`src/rtl/pwr_guard_pkg.sv`:
```
package pwr_guard_pkg;

    typedef enum logic [2:0] {
        ST_RUN,
        ST_WARN,
        ST_DRAIN,
        ST_PROT,
        ST_HOLD
    } guard_st_e;

    typedef struct packed {
        logic fail;
        logic swover;
        logic pb_n;
    } guard_in_t;

    function automatic int us_to_cyc(input int mhz, input int us);
        int c;
        c = mhz * us;
        return (c < 1) ? 1 : c;
    endfunction

endpackage

```
`src/rtl/pwr_sync.sv`:
```
module pwr_sync #(
    parameter int                 WIDTH   = 3,
    parameter logic [WIDTH-1:0]   RST_VAL = '0
) (
    input  logic             clk,
    input  logic             rst,
    input  logic [WIDTH-1:0] d_i,
    output logic [WIDTH-1:0] q_o
);
    logic [WIDTH-1:0] meta_q;
    logic [WIDTH-1:0] stab_q;

    always_ff @(posedge clk) begin
        if (rst) begin
            meta_q <= RST_VAL;
            stab_q <= RST_VAL;
        end else begin
            meta_q <= d_i;
            stab_q <= meta_q;
        end
    end

    assign q_o = stab_q;
endmodule

```
`src/rtl/pwr_pb_filter.sv`:
```
module pwr_pb_filter #(
    parameter int PB_CYC = 100
) (
    input  logic clk,
    input  logic rst,
    input  logic pb_n_s,
    output logic pb_ok_o
);
    localparam int CW = $clog2(PB_CYC + 1);
    localparam logic [CW-1:0] PB_LAST = CW'(PB_CYC - 1);

    logic [CW-1:0] cnt_q;
    logic          fired_q;

    always_ff @(posedge clk) begin
        if (rst) begin
            cnt_q   <= '0;
            fired_q <= 1'b0;
            pb_ok_o <= 1'b0;
        end else begin
            pb_ok_o <= 1'b0;
            if (pb_n_s) begin
                cnt_q   <= '0;
                fired_q <= 1'b0;
            end else if (!fired_q) begin
                if (cnt_q == PB_LAST) begin
                    pb_ok_o <= 1'b1;
                    fired_q <= 1'b1;
                end else begin
                    cnt_q <= cnt_q + 1'b1;
                end
            end
        end
    end

    AST_PB_LOW: assert property (@(posedge clk) disable iff (rst)
        pb_ok_o |-> !$past(pb_n_s));
endmodule

```
`src/rtl/pwr_seq.sv`:
```
module pwr_seq
    import pwr_guard_pkg::*;
#(
    parameter int WP_CYC  = 10000,
    parameter int RST_CYC = 20000000,
    parameter int IRQ_CYC = 2400
) (
    input  logic      clk,
    input  logic      rst,
    input  guard_in_t in_s,
    input  logic      pb_ok,
    input  logic      irq_en_i,
    input  logic      host_ce_n_i,
    output logic      protect_o,
    output logic      irq_o
);
    localparam int MAXC = (WP_CYC > RST_CYC) ? WP_CYC : RST_CYC;
    localparam int CW = $clog2(MAXC + 1);
    localparam logic [CW-1:0] WP_LAST  = CW'(WP_CYC - 1);
    localparam logic [CW-1:0] RST_LAST = CW'(RST_CYC - 1);
    localparam logic [CW-1:0] IRQ_MARK = CW'(IRQ_CYC);

    guard_st_e     st_q, st_d;
    logic [CW-1:0] cnt_q;
    logic          irq_q;
    logic          down;

    assign down = in_s.fail | in_s.swover;

    always_comb begin
        st_d = st_q;
        unique case (st_q)
            ST_RUN: begin
                if (in_s.swover)
                    st_d = host_ce_n_i ? ST_PROT : ST_DRAIN;
                else if (in_s.fail)
                    st_d = ST_WARN;
                else if (pb_ok)
                    st_d = ST_HOLD;
            end
            ST_WARN: begin
                if (!down)
                    st_d = ST_RUN;
                else if (in_s.swover || cnt_q == WP_LAST)
                    st_d = host_ce_n_i ? ST_PROT : ST_DRAIN;
            end
            ST_DRAIN: if (host_ce_n_i) st_d = ST_PROT;
            ST_PROT:  if (!down) st_d = ST_HOLD;
            ST_HOLD: begin
                if (down)
                    st_d = ST_PROT;
                else if (cnt_q == RST_LAST)
                    st_d = ST_RUN;
            end
            default: st_d = ST_PROT;
        endcase
    end

    always_ff @(posedge clk) begin
        if (rst) begin
            st_q  <= ST_PROT;
            cnt_q <= '0;
            irq_q <= 1'b0;
        end else begin
            st_q  <= st_d;
            cnt_q <= (st_d != st_q) ? '0 : cnt_q + 1'b1;
            irq_q <= irq_en_i & in_s.fail &
                     (irq_q | (st_q == ST_WARN && cnt_q >= IRQ_MARK));
        end
    end

    assign protect_o = (st_q == ST_PROT) || (st_q == ST_HOLD);
    assign irq_o     = irq_q;

    AST_IRQ_EN: assert property (@(posedge clk) disable iff (rst)
        irq_q |-> $past(irq_en_i));
    AST_DRAIN_WAIT: assert property (@(posedge clk) disable iff (rst)
        (st_q == ST_DRAIN && !host_ce_n_i) |=> st_q == ST_DRAIN);
    AST_BROWNOUT: assert property (@(posedge clk) disable iff (rst)
        (st_q == ST_HOLD && in_s.fail) |=> st_q == ST_PROT);
    AST_HOLD_BOUND: assert property (@(posedge clk) disable iff (rst)
        (st_q == ST_HOLD) |-> cnt_q <= RST_LAST);
endmodule

```
`src/rtl/pwr_guard.sv`:
```
module pwr_guard
    import pwr_guard_pkg::*;
#(
    parameter int CLK_MHZ = 100,
    parameter int WP_US   = 100,
    parameter int RST_US  = 200000,
    parameter int IRQ_US  = 24,
    parameter int PB_US   = 1
) (
    input  logic clk,
    input  logic rst,
    input  logic fail_i,
    input  logic swover_i,
    input  logic pb_n_i,
    input  logic irq_en_i,
    input  logic host_ce_n_i,
    output logic sram_ce_n_o,
    output logic rst_pull_o,
    output logic irq_pull_o
);
    localparam int WP_CYC  = us_to_cyc(CLK_MHZ, WP_US);
    localparam int RST_CYC = us_to_cyc(CLK_MHZ, RST_US);
    localparam int IRQ_CYC = us_to_cyc(CLK_MHZ, IRQ_US);
    localparam int PB_CYC  = us_to_cyc(CLK_MHZ, PB_US);

    guard_in_t raw_in, in_s;
    logic      pb_ok;
    logic      protect;

    assign raw_in = '{fail: fail_i, swover: swover_i, pb_n: pb_n_i};

    pwr_sync #(
        .WIDTH  ($bits(guard_in_t)),
        .RST_VAL(3'b101)
    ) u_sync (
        .clk (clk),
        .rst (rst),
        .d_i (raw_in),
        .q_o (in_s)
    );

    pwr_pb_filter #(.PB_CYC(PB_CYC)) u_pb (
        .clk    (clk),
        .rst    (rst),
        .pb_n_s (in_s.pb_n),
        .pb_ok_o(pb_ok)
    );

    pwr_seq #(
        .WP_CYC (WP_CYC),
        .RST_CYC(RST_CYC),
        .IRQ_CYC(IRQ_CYC)
    ) u_seq (
        .clk        (clk),
        .rst        (rst),
        .in_s       (in_s),
        .pb_ok      (pb_ok),
        .irq_en_i   (irq_en_i),
        .host_ce_n_i(host_ce_n_i),
        .protect_o  (protect),
        .irq_o      (irq_pull_o)
    );

    assign rst_pull_o  = protect;
    assign sram_ce_n_o = protect | host_ce_n_i;

    AST_PROT_CE: assert property (@(posedge clk) disable iff (rst)
        rst_pull_o |-> sram_ce_n_o);
endmodule

```
`config.mk`:
```
export PLATFORM = sky130hd
export DESIGN_NAME = pwr_guard
export DESIGN_NICKNAME = d
export VERILOG_FILES = /design/src/rtl/pwr_guard_pkg.sv /design/src/rtl/pwr_sync.sv /design/src/rtl/pwr_pb_filter.sv /design/src/rtl/pwr_seq.sv /design/src/rtl/pwr_guard.sv
export SDC_FILE = /design/constraint.sdc
export NUM_CORES = 1
export LEC_CHECK = 0
export BUFFER_PORTS_ARGS = -buffer_cell sky130_fd_sc_hd__buf_2
export CAP_MARGIN = 20
export CORE_ASPECT_RATIO = 1.4
export CORE_UTILIZATION = 45
export CTS_CLUSTER_DIAMETER = 120
export CTS_CLUSTER_SIZE = 12
export DETAILED_ROUTE_END_ITERATION = 12
export MAX_ROUTING_LAYER = met4
export SLEW_MARGIN = 20
export SYNTH_ARGS = -nofsm -noshare
export SYNTH_HDL_FRONTEND = slang
export SYNTH_SLANG_ARGS = --single-unit
export TNS_END_PERCENT = 5
```
`constraint.sdc`:
```
create_clock -name clk -period 2.7 [get_ports clk]
set_input_delay 0.54 -clock clk [delete_from_list [all_inputs] [get_ports clk]]
set_output_delay 0.54 -clock clk [all_outputs]
set_load 0.005 [all_outputs]
```
After elaboration in Yosys (flattened, before gate mapping)

Index checks and enable logic that the tools add are counted.

Flip-flop bits (word level): 44
Input bits: 7
Word-level logic and storage cells: 47

Add/sub/neg operators: 2
Order comparisons: 1
Equality and inequality tests: 8
Mux-type cells: 13
Bitwise operators: 7
Reduce and logical (&&, ||, !) cells: 8

Operators with widths:

| operator              | number |
|---|---|
| $mux 3                | 9 |
| $add 25x1->25 const B | 1 |
| $eq 25x14->1 const B  | 1 |
| $eq 25x25->1 const B  | 1 |
| $ge 25x12->1 const B  | 1 |
| $pmux 3 s5            | 1 |
| $add 7x1->7 const B   | 1 |
| $eq 7x7->1 const B    | 1 |
| $eq 3x2->1 const B    | 2 |
| $reduce_or 2->1       | 2 |
| $eq 3x1->1 const B    | 1 |
| $eq 3x3->1 const B    | 1 |
| $logic_not 3->1       | 1 |
| $mux 1                | 3 |
| $ne 3x3->1            | 1 |
| $or 1x1->1            | 3 |
| $reduce_or 3->1       | 1 |
| $and 1x1->1           | 2 |
| $logic_or 1x1->1      | 2 |
| $not 1->1             | 2 |
| $reduce_and 2->1      | 1 |
| $logic_and 1x1->1     | 1 |

Longest topological paths before layout

Gate-level depths: netlist of run 1.

Depth after elaboration: 7
Mapped depth: 7

By module

A second synthesis of run 1 with hierarchy kept.

Cells, all modules: 235
Area, all modules: 2,127.0 um2

By module, submodules not included:

| module        | instances | cells each | area each (um2) | seq. area each (um2) |
|---|---|---|---|---|
| pwr_seq       | 1         | 180        | 1,569.0         | 580.6 |
| pwr_pb_filter | 1         | 42         | 394.1           | 180.2 |
| pwr_sync      | 1         | 12         | 157.7           | 120.1 |
| pwr_guard     | 1         | 1          | 6.3             | 0.0 |

Least setup slack after synthesis of run 1

Ideal clock, no wire load.

Kind: register to register
Start: reg u_seq.cnt_q[12]
End: reg u_seq.cnt_q[16]
Setup time: 144 ps
Arrival time: 1,965 ps
Slack: 591 ps
Stages on the path, launching flop included: 7
Period minus slack after synthesis: 2,109 ps
Cell sequence: dfxtp_1 > or4_1 > or3_4 > nor4_4 > o22a_4 > buf_12 > nor4_2

Longest elaborated chain between the ends: 7
Elaborated cells on any way between the ends: 11

RTL lines:

| item                      | line          | source |
|---|---|---|
| from (decl)               | pwr_seq.sv:24 | `logic [CW-1:0] cnt_q;` |
| from (signal assigned)    | pwr_seq.sv:66 | `cnt_q <= (st_d != st_q) ? '0 : cnt_q + 1'b1;` |
| $eq 25x14->1              | pwr_seq.sv:44 | `else if (in_s.swover \|\| cnt_q == WP_LAST)` |
| $logic_or 1x1->1          | pwr_seq.sv:44 |  |
| $mux 3                    | pwr_seq.sv:44 |  |
| $mux 3                    | pwr_seq.sv:42 | `if (!down)` |
| $pmux 3 s5                | pwr_seq.sv:32 | `unique case (st_q)` |
| $ne 3x3->1                | pwr_seq.sv:66 |  |
| $reduce_or 2->1 (no line) | -             |  |

Several ways; a longest one is shown, not always the timed one.
A chain may end at the register's enable or synchronous reset.

Worst setup path in the final report of run 1

Start: reg u_seq.cnt_q[12]
End: reg u_seq.cnt_q[11]

Longest elaborated chain between the ends: 7
Elaborated cells on any way between the ends: 10

RTL lines:

| item                        | line |
|---|---|
| $eq 25x14->1                | pwr_seq.sv:44 |
| $logic_or 1x1->1            | pwr_seq.sv:44 |
| $mux 3                      | pwr_seq.sv:44 |
| $mux 3                      | pwr_seq.sv:42 |
| $pmux 3 s5 *                | pwr_seq.sv:32 |
| $ne 3x3->1 *                | pwr_seq.sv:66 |
| $reduce_or 2->1 (no line) * | - |

Every way passes the cells marked *; elsewhere a longest branch is shown, timed or not.

==> results of run 1 <==
## cells by family (layout without fill, tap and decap cells)
group	Yosys count	after routing	synth area share, %
multiplexers	3	3	1.287
AO/OA/AOI/OAI	27	27	7.570
XOR/XNOR	29	29	10.45
adder cells (fa/ha/maj)	3	3	1.545
flip-flops	44	44	36.25
buffers and inverters	21	25	5.973
AND/OR/NAND/NOR	135	135	36.92
## layer usage
layer	vias to the layer above	wire [um]	track usage, %
li1	949	-	-
met1	878	2115	20.09
met2	14	2348	31.43
met3	6	69	2.679
met4	0	59	6.061
met5	-	0	-
## Yosys cell counts (2+ instances only)
| cell type | count |
|---|---|
| sky130_fd_sc_hd__buf_12 | 2 |
| sky130_fd_sc_hd__xor2_1 | 16 |
| sky130_fd_sc_hd__xnor2_1 | 13 |
| sky130_fd_sc_hd__a21oi_1 | 9 |
| sky130_fd_sc_hd__nor3_1 | 9 |
| sky130_fd_sc_hd__and3_1 | 4 |
| sky130_fd_sc_hd__a2bb2oi_1 | 2 |
| sky130_fd_sc_hd__nor4_1 | 6 |
| sky130_fd_sc_hd__nor3b_1 | 3 |
| sky130_fd_sc_hd__o211ai_1 | 2 |
| sky130_fd_sc_hd__nor2b_1 | 3 |
| sky130_fd_sc_hd__or2_2 | 9 |
| sky130_fd_sc_hd__nand2b_1 | 2 |
| sky130_fd_sc_hd__and4_1 | 2 |
| sky130_fd_sc_hd__o21ai_0 | 4 |
| sky130_fd_sc_hd__ha_1 | 3 |
| sky130_fd_sc_hd__nor4b_1 | 2 |
| sky130_fd_sc_hd__inv_1 | 5 |
| sky130_fd_sc_hd__nand2_1 | 18 |
| sky130_fd_sc_hd__nor4_2 | 20 |
| sky130_fd_sc_hd__a211o_1 | 2 |
| sky130_fd_sc_hd__dfxtp_1 | 44 |
| sky130_fd_sc_hd__nand4_1 | 7 |
| sky130_fd_sc_hd__and4_2 | 2 |
| sky130_fd_sc_hd__or4_1 | 2 |
| sky130_fd_sc_hd__clkbuf_8 | 2 |
| sky130_fd_sc_hd__clkbuf_1 | 9 |
| sky130_fd_sc_hd__mux2i_1 | 2 |
| sky130_fd_sc_hd__nand3_1 | 17 |
| sky130_fd_sc_hd__nor2_1 | 21 |
## registers in the layout (all words and copies together), names as in the netlist
register	count
u_pb.cnt_q	7
u_seq.st_q	3
u_seq.cnt_q	25
u_seq.irq_o	1
u_sync.q_o	3
u_pb.fired_q	1
u_pb.pb_ok_o	1
u_sync.meta_q	3
## through the flow
step	power [uW]	area [um^2]
finish	1175	2545
global route	1219	2545
CTS	1187	2545
detailed placement	796.7	2467
global placement	795.7	2467
floorplan	780.0	2430
## where the power goes
group	switching, uW	internal [uW]	total (uW)	leakage, uW
Clock	217	176	393	0.0000410
Combinational	63.6	40.2	104	0.000453
Sequential	17.6	660	678	0.000357
## area by class of cell
type / count / area share, %
multi-input cells: 197 / 55.41
flip-flops and latches: 44 / 34.61
well taps: 66 / 3.245
repair buffers: 13 / 2.950
clock buffers: 6 / 2.852
inverters: 5 / 0.7375
clock inverters: 1 / 0.1967
## worst paths after layout
| kind | endpoint | cells after the start |
|---|---|---|
| min reg2reg | u_sync.q_o[2] | 1 |
| min | u_sync.q_o[2] | 1 |
| max | u_seq.cnt_q[11] | 5 |
| max reg2reg | u_seq.cnt_q[11] | 5 |
==> key figures, run 1 <==
Worst hold path
  • Worst Hold Launch: u_sync.meta_q[2]
  • Hold crit path type: flop to flop

Layout
  • Layout overhead on the synthesized area: 4.737%
  • Most common cell after layout, fill and taps aside: sky130_fd_sc_hd__dfxtp_1
  • Fraction of layout cells with a size suffix above 1: 22.93%
  • Filler Cells Inserted: 515
  • Count of antenna diodes in the layout: 0
  • Non-filler instance count after layout: 332
  • Storage cell area: 880.8 um^2
  • Commonest cells after routing, fill and taps aside: sky130_fd_sc_hd__dfxtp_1, sky130_fd_sc_hd__nor2_1, sky130_fd_sc_hd__nor4_2
  • Core Util, Final: 48.96%
  • Nets@finish: 276
  • Total area of multi-input combinational cells: 1410 um^2

Clock tree
  • CTS Buf Count: 5
  • Clock transition at the register clock pins on the worst setup and hold paths after CTS: 0.08 ns
  • Post-cts resize count: 0
  • Count of hold-fix buffers inserted at cts: 0
  • Maximum clock insertion buffer count: 2
  • Setup Fix Bufs, Post-CTS: 0
  • Clock tree from TritonCTS: built
  • Clock latency of the later-clocked register in the worst-skew pair: 0.29 ns
  • Sink Count: 44
  • Clock root buffer master: sky130_fd_sc_hd__clkbuf_8
  • Level count of the clock H-tree: 2

STA
  • Transition at the pin with the smallest max-transition slack: 0.5338 ns
  • Fmax achieved: 428.8 MHz
  • Period minus WS final: 2.332 ns
  • RSZ-0062 raised after global routing: no
  • TNS Setup: 0 ns
  • Final-report max-slew violation count: 0
  • Share of the clock period used by the worst path: 86.37%
  • Relative slew slack: 64.37%
  • Worst hold margin: 0.4109 ns
  • Worst path setup slack after routing: 0.3680 ns
  • Final Hold Violating Endpoints: 0
  • Final Skew: 0.01096 ns
  • Total of endpoints with negative setup slack in the final report: 0

Worst setup path
  • Worst Path Required: 2.87 ns
  • Data arrival at the endpoint of the critical path: 2.50 ns
  • Sort of element at the start of the critical path: flop
  • Type of the worst setup path: flop to flop
  • Start point of the critical path: u_seq.cnt_q[12]
  • Crit end category: flop
  • Maximum single-stage delay on the critical path: 0.55 ns
  • R2R Path Start: u_seq.cnt_q[12]
  • R2R Setup Slk: 0.37 ns
  • Max FO, Critical Path: 25
  • Highest-delay cell along the critical path: sky130_fd_sc_hd__or4_1
  • Cells along the critical path: or4_1 -> or3_4 -> nor4_4 -> o22a_4 -> nor4_1
  • Critical path buffers and inverters: 0
  • Cell family with the largest share of critical-path delay: simple AND/OR/NAND/NOR gates

Floorplanning
  • I/O pin cnt: 10
  • Floorplan die width: 64.11 um
  • Number of cell rows: 31
  • Full die area: 5702 um^2
  • Std-Cell Core Area: 5197 um^2
  • Chip Height: 88.95 um
  • Starting Density: 46.75%

Route
  • Drt wl/cell: 13.83 um
  • Number of DRC markers after the initial detailed-route iteration: 197
  • Via-to-Cell Ratio: 5.563
  • Total iterations of the first detailed-routing run: 4
  • Post-Route WL: 4.592 mm
  • Final antenna-violating net count: 0
  • Number of DRC violations after detailed routing: 0
  • Total vias in the final route: 1847

Yosys
  • Post-Syn Area per Cell: 9.274 um^2
  • Post-synth EDFFs: 0
  • Cell variety after synth: 50
  • Post-Synthesis Cell Area: 2430 um^2
  • Gate count of the mapped netlist: 262
  • Dominant cells by area after synthesis: sky130_fd_sc_hd__dfxtp_1, sky130_fd_sc_hd__nor4_2, sky130_fd_sc_hd__xor2_1, sky130_fd_sc_hd__xnor2_1, sky130_fd_sc_hd__nand3_1
  • Flip-flop cell with the highest count after synthesis: sky130_fd_sc_hd__dfxtp_1
  • Area share of the leading cell type in the synthesized netlist: 36.25%
  • Post-Synthesis Net Count: 272
  • Post-synth top area cell: sky130_fd_sc_hd__dfxtp_1
  • Count of yosys warnings during synthesis: 0
  • Seq/Total Area, Yosys: 36.25%
  • Proportion of register bits with asynchronous set or reset after synthesis: 0%
  • Flop and latch count out of synthesis: 44

Global routing
  • First-pass GRT wire length: 7.686 mm
  • Largest net degree at the start of global routing: 26
  • Gr usage total: 17.62%
  • Via count of the first global-routing pass: 1691
  • Overflow left after global routing: 0
  • Antenna violations before repair: 0

Pwr
  • Maximum vdd drop: 0.3008 mV
  • Power density cells: 461.6 nW/um^2
  • Static leakage: 0.0008509 uW

Placement
  • Cell Count Post-Placement: 325
  • Placement-stage worst setup slack: 0.3626 ns
  • DP Wirelength: 3.067 mm
  • PortBufs: 9
  • Routability cong.: 0.8035

Run
  • Maxcap violations: 0

Status
  • Run status: finished clean
(Power assumes the default switching activity.)
==> inputs of run 2 (changes only) <==
--- a/config.mk
+++ b/config.mk
@@ -12,6 +12,7 @@
 export CTS_CLUSTER_DIAMETER = 120
 export CTS_CLUSTER_SIZE = 12
 export DETAILED_ROUTE_END_ITERATION = 12
+export GPL_TIMING_DRIVEN = 0
 export MAX_ROUTING_LAYER = met4
 export SLEW_MARGIN = 20
 export SYNTH_ARGS = -nofsm -noshare
==> key figures, run 2 (synthesized netlist as in run 1, its figures left out) <==
Status
  • Run status: finished clean

Layout
  • Max FFs per register: 25 (unchanged)
  • Fraction of layout cells with a size suffix above 1: 23.30% (+0.37 points)
  • Count of antenna diodes in the layout: 0 (unchanged)
  • Most common cell after layout, fill and taps aside: sky130_fd_sc_hd__dfxtp_1
  • Commonest cells after routing, fill and taps aside: sky130_fd_sc_hd__dfxtp_1, sky130_fd_sc_hd__nor2_1, sky130_fd_sc_hd__nor4_2
  • Total area of multi-input combinational cells: 1410 um^2 (unchanged)
  • Biggest registers after layout: u_seq.cnt_q x25, u_pb.cnt_q x7
  • Core Util, Final: 51.16% (+2.2 points)
  • Layout overhead on the synthesized area: 9.423%
  • Storage cell area: 880.8 um^2 (unchanged)
  • Top register by number of flip-flops: u_seq.cnt_q
  • Filler Cells Inserted: 527 (+2.3%)
  • Nets@finish: 288 (+4.3%)

Pwr
  • Switching power of the nets: 332.9 uW (+12%)
  • Fraction of power spent switching nets: 26.97% (+1.6 points)
  • Static leakage: 0.0008963 uW (+5.3%)
  • Int Power: 901.2 uW (+2.8%)
  • Portion of total power attributed to combinational logic: 10.1% (+1.3 points)
  • Maximum vdd drop: 0.2164 mV (-28%)
  • Sequential cell fraction of total power: 54.3% (-3.4 points)
  • Clock network fraction of total power: 35.6% (+2.1 points)
  • Power density cells: 464.1 nW/um^2 (+0.54%)

STA
  • Fmax achieved: 409.5 MHz (-4.5%)
  • Share of the clock period used by the worst path: 90.45% (+4.1 points)
  • Final-report max-slew violation count: 0 (unchanged)
  • Relative slew slack: 42.16% (-22 points)
  • Transition at the pin with the smallest max-transition slack: 0.8610 ns (+0.3272 ns)
  • Final Skew: 0.008592 ns (-0.002368 ns)
  • RSZ-0062 raised after global routing: no
  • Period minus WS final: 2.442 ns (+0.1101 ns)
  • Final Hold Violating Endpoints: 0 (unchanged)
  • Total of endpoints with negative setup slack in the final report: 0 (unchanged)
  • TNS Setup: 0 ns (unchanged)

Clock tree
  • Count of hold-fix buffers inserted at cts: 0 (unchanged)
  • Sink Count: 44 (unchanged)
  • Clock transition at the register clock pins on the worst setup and hold paths after CTS: 0.09 ns (about the same)
  • Post-cts resize count: 0 (unchanged)
  • Clock latency of the later-clocked register in the worst-skew pair: 0.30 ns (about the same)
  • Setup Fix Bufs, Post-CTS: 0 (unchanged)
  • Maximum clock insertion buffer count: 2 (unchanged)
  • CTS Buf Count: 5 (unchanged)
  • Level count of the clock H-tree: 2 (unchanged)
  • Clock root buffer master: sky130_fd_sc_hd__clkbuf_8
  • Clock tree from TritonCTS: built

Worst setup path
  • R2R Path Start: u_seq.cnt_q[0]
  • Worst Path Required: 2.16 ns (-0.71 ns)
  • Type of the worst setup path: flop to primary output
  • Sort of element at the start of the critical path: flop
  • Crit end category: primary output
  • End of the worst register-to-register path: u_seq.cnt_q[2]
  • Data arrival at the endpoint of the critical path: 1.90 ns (-0.60 ns)
  • R2R Setup Slk: 0.34 ns (-0.03 ns)
  • Max FO, Critical Path: 10 (-60%)
  • Worst Reg2Reg Path Length in Cells: 7 (+2)

Global routing
  • Largest net degree at the start of global routing: 17 (-35%)
  • Gr usage total: 18.70% (+1.1 points)
  • First-pass GRT wire length: 8.121 mm (+5.7%)
  • Antenna violations before repair: 0 (unchanged)
  • Via count of the first global-routing pass: 1711 (+1.2%)
  • Overflow left after global routing: 0 (unchanged)

Route
  • Total iterations of the first detailed-routing run: 4 (unchanged)
  • Post-Route WL: 4.687 mm (+2.1%)
  • Number of DRC violations after detailed routing: 0 (unchanged)
  • Drt wl/cell: 13.59 um (-1.8%)
  • Via-to-Cell Ratio: 5.493 (-1.3%)
  • Total vias in the final route: 1895 (+2.6%)
  • Final antenna-violating net count: 0 (unchanged)
  • Number of DRC markers after the initial detailed-route iteration: 156 (-21%)

Worst hold path
  • Worst Hold Launch: fail_i
  • Sink of the worst hold path: u_sync.meta_q[2]
  • Hold crit path type: primary input to flop
  • Min-Delay Path Depth: 2 (+1)

Floorplanning
  • Chip Height: 88.95 um (unchanged)
  • Floorplan die width: 64.11 um (unchanged)
  • Number of cell rows: 31 (unchanged)
  • I/O pin cnt: 10 (unchanged)
  • Std-Cell Core Area: 5197 um^2 (unchanged)
  • Starting Density: 46.75% (unchanged)
  • Full die area: 5702 um^2 (unchanged)

Run
  • Maxcap violations: 0 (unchanged)

Placement
  • PortBufs: 9 (unchanged)
  • DP Wirelength: 3.323 mm (+8.4%)
  • Routability cong.: 0.7914 (-1.5%)
==> run 2: worst max-delay path, cell delays in order (launching register included) <==
cell and delay (ns):
sky130_fd_sc_hd__dfxtp_1 0.31, sky130_fd_sc_hd__clkbuf_1 0.33, sky130_fd_sc_hd__or2b_2 0.37, sky130_fd_sc_hd__or2_2 0.30
sky130_fd_sc_hd__nand2_1 0.09, sky130_fd_sc_hd__or2_2 0.10, sky130_fd_sc_hd__buf_2 0.09
==> run 2: stage by stage <==
| step | worst slack (ns) | power, uW | instances | hold slack, ns | instance area, um^2 |
|---|---|---|---|---|---|
| 6_report | 0.2579 | 1234 | 345 | 0.4065 | 2659 |
| 4_1_cts | 0.1403 | 1248 | 345 | 0.4008 | 2653 |
| 2_1_floorplan | 0.5912 | 780.0 | 262 | 0.3895 | 2430 |
| 3_3_place_gp | 0.1501 | 808.5 | 337 | 0.3991 | 2557 |
| 3_5_place_dp | 0.1870 | 809.0 | 337 | 0.4011 | 2557 |
| 5_1_grt | 0.1129 | 1294 | 345 | 0.4030 | 2659 |
==> run 2: cell type report <==
| cell class | instances | share of cell area [%] |
|---|---|---|
| plain buffers | 16 | 4.753 |
| clock inverters | 3 | 0.9882 |
| multi-input cells | 197 | 53.04 |
| repair buffers | 9 | 1.694 |
| well taps | 66 | 3.106 |
| inverters | 5 | 0.7059 |
| clock buffers | 5 | 2.588 |
| flip-flops and latches | 44 | 33.13 |
==> run 2: how the worst max path moves through the flow <==
stage                     cells past startpoint  slack, ns       startpoint              end
final                                         6       0.26    u_seq.st_q[0]      sram_ce_n_o
after global routing                          6       0.11    u_seq.st_q[0]      sram_ce_n_o
after CTS                                     7       0.14   u_seq.cnt_q[0]   u_seq.cnt_q[2]
after detailed placement                      7       0.19   u_seq.cnt_q[0]   u_seq.cnt_q[2]
after global placement                        7       0.15   u_seq.cnt_q[0]  u_seq.cnt_q[23]
after floorplan                               6       0.59  u_seq.cnt_q[12]  u_seq.cnt_q[16]
==> run 2: routing by layer <==
metal  share of wire [%]  GRT usage, %  routed length [um]
met5                   0             -                   0
met2                  49         30.95                2308
met1                  47         23.28                2215
met3                 2.2         3.444                 101
met4                 1.3         5.455                  61
==> run 2: power by group through the flow <==
stage	sequential [uW]	clock, uW	combinational [uW]
floorplan	683	0	97.4
global placement	685	0	124
detailed placement	685	0	124
CTS	670	453	125
global route	673	484	138
finish	670	440	125
==> inputs of run 3 (changes only) <==
--- a/config.mk
+++ b/config.mk
@@ -13,7 +13,9 @@
 export CTS_CLUSTER_SIZE = 12
 export DETAILED_ROUTE_END_ITERATION = 12
 export GPL_TIMING_DRIVEN = 0
+export HOLD_SLACK_MARGIN = 0.08
 export MAX_ROUTING_LAYER = met4
+export PLACE_DENSITY = 0.68
 export SLEW_MARGIN = 20
 export SYNTH_ARGS = -nofsm -noshare
 export SYNTH_HDL_FRONTEND = slang
==> key figures, run 3 (synthesized netlist as in run 1, its figures left out) <==
Status
  • Run status: finished clean

Pwr
  • Switching power of the nets: 307.0 uW (-7.8%)
  • Clock network fraction of total power: 40.9% (+5.3 points)
  • Maximum vdd drop: 0.2717 mV (+26%)
  • Static leakage: 0.0009117 uW (+1.7%)
  • Portion of total power attributed to combinational logic: 9.3% (-0.8 points)
  • Int Power: 1037 uW (+15%)
  • Power density cells: 499.7 nW/um^2 (+7.7%)
  • Sequential cell fraction of total power: 49.9% (-4.4 points)
  • Fraction of power spent switching nets: 22.84% (-4.1 points)

Clock tree
  • Clock tree from TritonCTS: built
  • Maximum clock insertion buffer count: 2 (unchanged)
  • Sink Count: 44 (unchanged)
  • Count of hold-fix buffers inserted at cts: 0 (unchanged)
  • Level count of the clock H-tree: 2 (unchanged)
  • Clock latency of the later-clocked register in the worst-skew pair: 0.30 ns (about the same)
  • Clock transition at the register clock pins on the worst setup and hold paths after CTS: 0.08 ns (about the same)
  • Clock root buffer master: sky130_fd_sc_hd__clkbuf_8
  • CTS Buf Count: 5 (unchanged)

Worst hold path
  • Min-Delay Path Depth: 1 (-1)
  • Hold crit path type: flop to flop
  • Worst Hold Launch: u_sync.meta_q[0]
  • Sink of the worst hold path: u_sync.q_o[0]

Floorplanning
  • Number of cell rows: 31 (unchanged)
  • I/O pin cnt: 10 (unchanged)
  • Starting Density: 46.75% (unchanged)
  • Std-Cell Core Area: 5197 um^2 (unchanged)
  • Full die area: 5702 um^2 (unchanged)
  • Floorplan die width: 64.11 um (unchanged)
  • Chip Height: 88.95 um (unchanged)

STA
  • Transition at the pin with the smallest max-transition slack: 0.9153 ns (+0.05431 ns)
  • Final-report max-slew violation count: 0 (unchanged)
  • TNS Setup: 0 ns (unchanged)
  • RSZ-0062 raised after global routing: no
  • Share of the clock period used by the worst path: 91.42% (+0.97 points)
  • Fmax achieved: 405.1 MHz (-1.1%)
  • Final Hold Violating Endpoints: 0 (unchanged)
  • Final Skew: 0.009719 ns (+0.001127 ns)
  • Period minus WS final: 2.468 ns (+0.02630 ns)
  • Total of endpoints with negative setup slack in the final report: 0 (unchanged)
  • Worst hold margin: 0.4156 ns (+0.009143 ns)
  • Relative slew slack: 38.51% (-3.6 points)

Worst setup path
  • Data arrival at the endpoint of the critical path: 1.93 ns (+0.03 ns)
  • Worst Reg2Reg Path Length in Cells: 7 (unchanged)
  • End of the worst register-to-register path: u_seq.cnt_q[2]
  • Worst Path Required: 2.16 ns (about the same)
  • Sort of element at the start of the critical path: flop
  • Max FO, Critical Path: 10 (unchanged)
  • R2R Setup Slk: 0.27 ns (-0.07 ns)
  • R2R Path Start: u_seq.cnt_q[0]
  • Type of the worst setup path: flop to primary output
  • Crit end category: primary output

Placement
  • DP Wirelength: 3.303 mm (-0.60%)
  • Routability cong.: 0.8782 (+11%)
  • PortBufs: 9 (unchanged)
  • Cell Count Post-Placement: 337 (unchanged)
  • Instance area at placement: 2557 um^2 (unchanged)

Run
  • Maxcap violations: 0 (unchanged)

Global routing
  • Gr usage total: 18.45% (-0.25 points)
  • Overflow left after global routing: 0 (unchanged)
  • Via count of the first global-routing pass: 1740 (+1.7%)
  • First-pass GRT wire length: 7.990 mm (-1.6%)
  • Antenna violations before repair: 0 (unchanged)
  • Largest net degree at the start of global routing: 14 (-3)

Layout
  • Fraction of layout cells with a size suffix above 1: 23.30% (unchanged)
  • Nets@finish: 288 (unchanged)
  • Non-filler instance count after layout: 345 (unchanged)
  • Most common cell after layout, fill and taps aside: sky130_fd_sc_hd__dfxtp_1
  • Biggest registers after layout: u_seq.cnt_q x25, u_pb.cnt_q x7
  • Top register by number of flip-flops: u_seq.cnt_q
  • Commonest cells after routing, fill and taps aside: sky130_fd_sc_hd__dfxtp_1, sky130_fd_sc_hd__nor2_1, sky130_fd_sc_hd__nor4_2
  • Max FFs per register: 25 (unchanged)
  • Count of antenna diodes in the layout: 0 (unchanged)
  • Non-Filler Cell Area, Final: 2690 um^2 (+1.2%)
  • Layout overhead on the synthesized area: 10.71%
  • Filler Cells Inserted: 514 (-2.5%)

Route
  • Final antenna-violating net count: 0 (unchanged)
  • Number of DRC violations after detailed routing: 0 (unchanged)
  • Post-Route WL: 4.630 mm (-1.2%)
  • Total iterations of the first detailed-routing run: 4 (unchanged)
  • Drt wl/cell: 13.42 um (-1.2%)
  • Number of DRC markers after the initial detailed-route iteration: 128 (-18%)
  • Via-to-Cell Ratio: 5.496 (about the same)
  • Total vias in the final route: 1896 (+0.053%)
[run 3: power by group through the flow]
stage,registers (uW),clock network [uW],logic [uW]
after global routing,672,593,139
after global placement,684,0,122
after floorplan,683,0,97.4
after CTS,670,567,125
final,670,549,125
after detailed placement,685,0,125
[run 3: area by class of cell]
class                   instances  area, um^2  share of cell area, %
well taps                      66       82.58                  3.070
plain buffers                  16       126.4                  4.698
repair buffers                  9       45.04                  1.674
clock inverters                 1       30.03                  1.116
inverters                       5       18.77                 0.6977
flip-flops and latches         44       880.8                  32.74
multi-input cells             197        1410                  52.42
clock buffers                   7       96.34                  3.581
[run 3: per-layer routing]
layer / GRT usage, % / vias to the layer above / wire (um)
li1: - / 968 / -
met4: 7.475 / 0 / 77
met5: - / - / 0
met1: 20.87 / 905 / 2078
met2: 32.40 / 16 / 2383
met3: 3.061 / 7 / 91
[run 3: worst max path at each step]
stage	start	endpoint	slack (ns)	cells after the start
floorplan	u_seq.cnt_q[12]	u_seq.cnt_q[16]	0.59	6
global placement	u_seq.cnt_q[0]	u_seq.cnt_q[23]	0.20	7
detailed placement	u_seq.cnt_q[0]	u_seq.cnt_q[2]	0.12	7
CTS	u_seq.cnt_q[0]	u_seq.cnt_q[2]	0.1	7
global route	u_seq.cnt_q[0]	u_seq.cnt_q[16]	0.04	7
finish	u_seq.st_q[0]	sram_ce_n_o	0.23	6
[run 3: what timing repair did]
| item | 4_1_cts | 5_1_grt |
|---|---|---|
| endpoints found under the setup margin | 0 | 20 |
| buffers inserted | 0 | 0 |
| gates resized for setup | 0 | 1 |
[run 3: critical path, cell delays in order, from the launching register on]
cell,delay (ns)
sky130_fd_sc_hd__dfxtp_1,0.31
sky130_fd_sc_hd__clkbuf_1,0.35
sky130_fd_sc_hd__or2b_2,0.38
sky130_fd_sc_hd__or2_2,0.30
sky130_fd_sc_hd__nand2_1,0.09
sky130_fd_sc_hd__or2_2,0.10
sky130_fd_sc_hd__buf_2,0.09
[run 3: through the flow]
stage | setup WS, ns | total power [uW] | util (%)
after floorplan | 0.5912 | 780.0 | -
after global routing | 0.03590 | 1404 | 51.76
after detailed placement | 0.1154 | 810.2 | 49.21
after global placement | 0.1972 | 806.9 | 49.21
after CTS | 0.09842 | 1362 | 51.64
final | 0.2316 | 1344 | 51.76
